`src/rtl/pwm_prescaled.sv`:
```
module pwm_prescaled #(
  parameter int DATA_W = 8,
  parameter int ADDR_W = 3,
  parameter int EXP_W  = 3,
  parameter int WIDE_W = 9,
  parameter int NARROW_W = 6
) (
  input  logic              clk,
  input  logic              rst_n,
  input  logic [2:0]        ref_tick,
  input  logic              wr_en,
  input  logic [ADDR_W-1:0] wr_addr,
  input  logic [DATA_W-1:0] wr_data,
  output logic              pwm_out
);
  localparam int MAX_EXP = (1 << EXP_W) - 1;
  localparam int PRE_W   = $clog2(6 * (1 << MAX_EXP) + 1);
  localparam logic [WIDE_W-1:0] WIDE_MAX   = '1;
  localparam logic [WIDE_W-1:0] NARROW_MAX = WIDE_W'((1 << NARROW_W) - 1);
  localparam logic [ADDR_W-1:0] A_SIZECLK = 0, A_DIV = 1, A_TYPE = 2, A_LO = 3,
                                A_HI = 4, A_SYNC = 5, A_EN = 6;

  logic             sh_size, sh_glitch, sh_hi;
  logic [1:0]       sh_clk, sh_div;
  logic [EXP_W-1:0] sh_exp;
  logic [7:0]       sh_lo;
  logic             ac_size, ac_hi;
  logic [1:0]       ac_clk, ac_div;
  logic [EXP_W-1:0] ac_exp;
  logic [7:0]       ac_lo;
  logic             en_q, pend;
  logic [WIDE_W-1:0] cnt;
  logic [PRE_W-1:0]  pre;

  function automatic logic [PRE_W-1:0] div_factor(input logic [1:0] code);
    case (code)
      2'd0: return PRE_W'(1);
      2'd1: return PRE_W'(3);
      2'd2: return PRE_W'(5);
      default: return PRE_W'(6);
    endcase
  endfunction

  wire [PRE_W-1:0]  pre_limit = (div_factor(ac_div) << ac_exp) - PRE_W'(1);
  wire [WIDE_W-1:0] cnt_max   = ac_size ? WIDE_MAX : NARROW_MAX;
  wire [WIDE_W-1:0] cmp_val   = ac_size ? {ac_hi, ac_lo} : WIDE_W'(ac_lo[NARROW_W-1:0]);
  wire tick_sel = (ac_clk != 2'd0) && ref_tick[ac_clk - 2'd1];
  wire step     = tick_sel && (pre == pre_limit);
  wire wrap     = step && (cnt == cnt_max);
  wire wr_hit   = wr_en && (wr_addr <= A_EN);
  wire sync_req = wr_en && (wr_addr == A_SYNC) && wr_data[0];
  wire load     = (sync_req && (!sh_glitch || ac_clk == 2'd0)) || (pend && wrap);

  always_ff @(posedge clk) begin
    if (!rst_n) begin
      {sh_size, sh_glitch, sh_hi, sh_clk, sh_div, sh_exp, sh_lo} <= '0;
      en_q <= 1'b0;
    end else if (wr_hit) begin
      case (wr_addr)
        A_SIZECLK: begin sh_size <= wr_data[3]; sh_clk <= wr_data[1:0]; end
        A_DIV:     begin sh_div <= wr_data[4:3]; sh_exp <= wr_data[EXP_W-1:0]; end
        A_TYPE:    sh_glitch <= wr_data[0];
        A_LO:      sh_lo <= wr_data[7:0];
        A_HI:      sh_hi <= wr_data[0];
        A_EN:      en_q <= wr_data[0];
        default:   ;
      endcase
    end
  end

  always_ff @(posedge clk) begin
    if (!rst_n) begin
      {ac_size, ac_hi, ac_clk, ac_div, ac_exp, ac_lo} <= '0;
      pend <= 1'b0;
    end else begin
      if (load) begin
        {ac_size, ac_hi, ac_clk, ac_div, ac_exp, ac_lo} <=
          {sh_size, sh_hi, sh_clk, sh_div, sh_exp, sh_lo};
        pend <= 1'b0;
      end else if (sync_req) begin
        pend <= 1'b1;
      end
    end
  end

  always_ff @(posedge clk) begin
    if (!rst_n || load) begin
      cnt <= '0;
      pre <= '0;
    end else if (tick_sel) begin
      if (step) begin
        pre <= '0;
        cnt <= wrap ? '0 : cnt + WIDE_W'(1);
      end else begin
        pre <= pre + PRE_W'(1);
      end
    end
  end

  assign pwm_out = en_q && (cnt < cmp_val);

  a_r1_reset_low: assert property (@(posedge clk) !rst_n |=> !pwm_out && cnt == '0);
  a_r2_hold_no_clock: assert property (@(posedge clk) disable iff (!rst_n)
    (ac_clk == 2'd0 && !load) |=> $stable(cnt));
  a_r4_count_bound: assert property (@(posedge clk) disable iff (!rst_n) cnt <= cnt_max);
  a_r3_prescale_bound: assert property (@(posedge clk) disable iff (!rst_n) pre <= pre_limit);
  a_r8_pending_at_wrap: assert property (@(posedge clk) disable iff (!rst_n)
    $fell(pend) |-> cnt == '0 && pre == '0);
  a_r9_gate: assert property (@(posedge clk) disable iff (!rst_n) !en_q |-> !pwm_out);
endmodule

```
`config.mk`:
```
export PLATFORM = sky130hd
export DESIGN_NAME = pwm_prescaled
export DESIGN_NICKNAME = d
export VERILOG_FILES = /design/src/rtl/pwm_prescaled.sv
export SDC_FILE = /design/constraint.sdc
export NUM_CORES = 1
export LEC_CHECK = 0
export BUFFER_PORTS_ARGS = -buffer_cell sky130_fd_sc_hd__buf_2
export CAP_MARGIN = 15
export CORE_UTILIZATION = 55
export CTS_CLUSTER_SIZE = 20
export DETAILED_ROUTE_END_ITERATION = 16
export PLACE_DENSITY = 0.73
export SLEW_MARGIN = 10
export SYNTH_ARGS = -nofsm -noshare
export SYNTH_HDL_FRONTEND = slang
export SYNTH_SLANG_ARGS = --single-unit
export TNS_END_PERCENT = 10
```
`constraint.sdc`:
```
create_clock -name clk -period 3.59 [get_ports clk]
set_clock_uncertainty 0.2 [all_clocks]
set_input_delay 0.5385 -clock clk [delete_from_list [all_inputs] [get_ports clk]]
set_output_delay 0.5385 -clock clk [all_outputs]
set_load 0.01 [all_outputs]
```
==> impl_metrics.env <==
export IMPL_synth_area_top_cells="dfxtp_1 (36%), mux2i_1 (8.9%), nand2_1 (8.7%)"
export IMPL_yosysMostFrequentCell="nand2_1"
export IMPL_status="complete, no violations"
export IMPL_place_inst=444
export IMPL_die_w_um=77.5
export IMPL_end_kind="flip-flop"
export IMPL_hpwl_um=4270
export IMPL_p_leak_nw=1.24
export IMPL_setup_worst_path_start_class="flip-flop"
export IMPL_slew_headroom_pct=57.7
export IMPL_rows=27
export IMPL_start_util_pct=56.9
export IMPL_required_ns=3.63
export IMPL_top_usage_layer="met2"
export IMPL_yosysTopAreaCell="dfxtp_1"
export IMPL_synth_enable_flop_cells=0
export IMPL_hold_buffers=0
export IMPL_io_pins=18
export IMPL_post_cts_buffers=0
export IMPL_period_minus_slack_ns=3.28
export IMPL_cap_viol_max_count=0
export IMPL_clk_latency_ns=0.31
export IMPL_ys_warn_count=0
export IMPL_gp_congestion=0.837
export IMPL_cts_buffers_inserted=5
export IMPL_clockRootBuffer="clkbuf_8"
export IMPL_dr_first_iter_drc_count=205
export IMPL_grt_pass1_vias=2341
export IMPL_routed_via_density=5.52
export IMPL_synthFlopType="dfxtp_1"
export IMPL_cp_slowest_cell="dfxtp_1"
export IMPL_met2_usage_pct=36.5
export IMPL_intPower_mw=0.857
export IMPL_ant_nets=0
export IMPL_yosysSeqAreaShare_pct=35.8
export IMPL_pwr_share_clk_pct=38.4
export IMPL_final_period_utilization_pct=91.4
export IMPL_syn_inst=370
export IMPL_core_area_mm2=0.00551
export IMPL_grt_pass1_wl_um=10700
export IMPL_slowest_delay_ns=0.50
export IMPL_die_h_um=77.5
export IMPL_syn2layout_area_growth_pct=6.83
export IMPL_postSynthRegisterBits=56
export IMPL_crit_fanout=17
export IMPL_drv_slew=0
export IMPL_via_count=2496
export IMPL_antenna_found_initial=0
export IMPL_fin_tns_setup_ns=0
export IMPL_synthArstFlopShare_pct=0
export IMPL_cts_tree="done"
export IMPL_antenna_diode_count=0
export IMPL_synth_area_per_cell_um2=8.46
export IMPL_pwr_share_comb_pct=4.5
export IMPL_numPortBuffers=17
export IMPL_grt_overflow=0
export IMPL_fin_cells=452
export IMPL_cts_sinks=56
export IMPL_clock_path_buffers=2
export IMPL_grt_max_degree=55
export IMPL_p_sw_share_pct=22.2
export IMPL_cts_htree_levels=2
export IMPL_drive_above_1_share_pct=10.0
export IMPL_fin_nets=408
export IMPL_wire_per_inst_um=13.1
export IMPL_worstPathArrival_ns=3.32
export IMPL_synth_top_area_share_pct=35.8
export IMPL_worstHoldPathType="reg -> reg"
export IMPL_dr_pass1_iters=4
export IMPL_ys_types=57
export IMPL_wl_um=5910
export IMPL_ctsResizeCount=0
export IMPL_setup_violations=0
export IMPL_tightest_slew_ns=0.634
export IMPL_power_frac_seq_pct=57.1
export IMPL_die_area_mm2=0.00600
export IMPL_crit_top_cell="a21oi_1"
export IMPL_synth_nets=399
export IMPL_grtUsageMet3_pct=3.06
export IMPL_clk_pin_slew_ns=0.10
export IMPL_clock_fmax_ghz=0.305
export IMPL_grt_use_met1_pct=28.4
export IMPL_syn_area_mm2=0.00313
export IMPL_synthTopCellsByCount="nand2_1 (73), dfxtp_1 (56), mux2i_1 (28)"
export IMPL_final_hold_viol_count=0
export IMPL_route_detailed_drc=0
export IMPL_crit_type="reg -> reg"
export IMPL_cp_cell_sequence="a21oi_1 > nand2_1 > ha_1 > xnor2_1 > a31oi_1 > nor4b_2 > and4bb_2 > nor2b_1 > nand3_2 > or3b_1 > a21oi_1"
export IMPL_track_usage_pct=21.8
export IMPL_powerDensity_mw_per_mm2=329
export IMPL_vdd_drop_max_mv=0.205
export IMPL_rsz0062_at_grt="no"
export IMPL_switchingPower_mw=0.245
-- cells in the final DEF (no fill, tap or decap), types with 3 or more instances in the layout --
cell,count
a21boi_0,8
dfxtp_1,56
nor3_1,6
nand2_1,73
o21ai_0,9
ha_1,12
xor2_1,5
clkbuf_8,5
and3_1,5
xnor2_1,12
o211ai_1,4
nor2b_1,15
a21oi_1,18
nand2b_1,7
nand3_1,9
inv_1,14
mux2i_1,28
buf_4,3
nor2_1,17
buf_2,17
or4_1,3
a21o_1,5
nand4_1,5
-- metal layers --
metal	vias up	routed length, um
li1	1296	-
met1	1139	2900
met2	50	2690
met3	11	201
met4	0	111
met5	-	0
-- cells by family (layout without fill, tap and decap cells) --
group / after synthesis / in the layout / share of synthesized area [%]
multiplexers: 29 / 29 / 9.31
buffers and inverters: 33 / 43 / 4.83
AND/OR/NAND/NOR: 162 / 162 / 27.4
XOR/XNOR: 17 / 17 / 4.75
adder cells (fa/ha/maj): 12 / 12 / 4.79
flip-flops: 56 / 56 / 35.8
AO/OA/AOI/OAI: 61 / 61 / 13.1
-- layout make-up --
| class | instances | area (um2) |
|---|---|---|
| multi-input cells | 281 | 1860 |
| repair buffers | 20 | 108 |
| well taps | 72 | 90.1 |
| flip-flops and latches | 56 | 1120 |
| inverters | 15 | 56.3 |
| clock inverters | 2 | 38.8 |
| clock buffers | 6 | 72.6 |
| fillers | 473 | 2160 |
-- per-stage QoR --
step | hold slack [ns] | setup slack [ns] | total power [mW] | cell area (um2) | utilization [%]
2_1_floorplan | 0.234 | 0.694 | 0.675 | 3130 | -
3_3_place_gp | 0.244 | 0.538 | 0.692 | 3230 | 58.7
3_5_place_dp | 0.245 | 0.391 | 0.693 | 3230 | 58.7
4_1_cts | 0.256 | 0.349 | 1.11 | 3350 | 60.8
5_1_grt | 0.273 | 0.0825 | 1.14 | 3350 | 60.8
6_report | 0.257 | 0.308 | 1.10 | 3350 | 60.8
-- worst max-delay path, delay by kind of cell (launching register included) --
kind / cells / cell delay (ns)
compound gates: 3 / 0.68
xor+xnor: 1 / 0.14
fa+ha+maj: 1 / 0.32
flops: 1 / 0.50
simple gates: 6 / 1.38
-- path summary, 6_finish.rpt --
path,from,end,slack (ns),cells past startpoint
setup / recovery,ac_exp[0],cnt[1],0.31,11
hold / removal,sh_div[0],ac_div[0],0.26,2
setup reg to reg,ac_exp[0],cnt[1],0.31,11
hold reg to reg,sh_div[0],ac_div[0],0.26,2
-- state kept, by name, summed over array words and instances, names as in the netlist, 3 cells and up --
name / count
pre: 10
cnt: 9
ac_lo: 8
sh_lo: 8
ac_exp: 3
sh_exp: 3
-- power by group through the flow --
stage	sequential (mW)	clock, mW	combinational (mW)
6_report	0.629	0.423	0.0501
2_1_floorplan	0.642	0	0.0331
4_1_cts	0.629	0.431	0.0503
3_5_place_dp	0.643	0	0.0502
3_3_place_gp	0.643	0	0.0495
5_1_grt	0.630	0.457	0.0565
(Power assumes the default switching activity.)
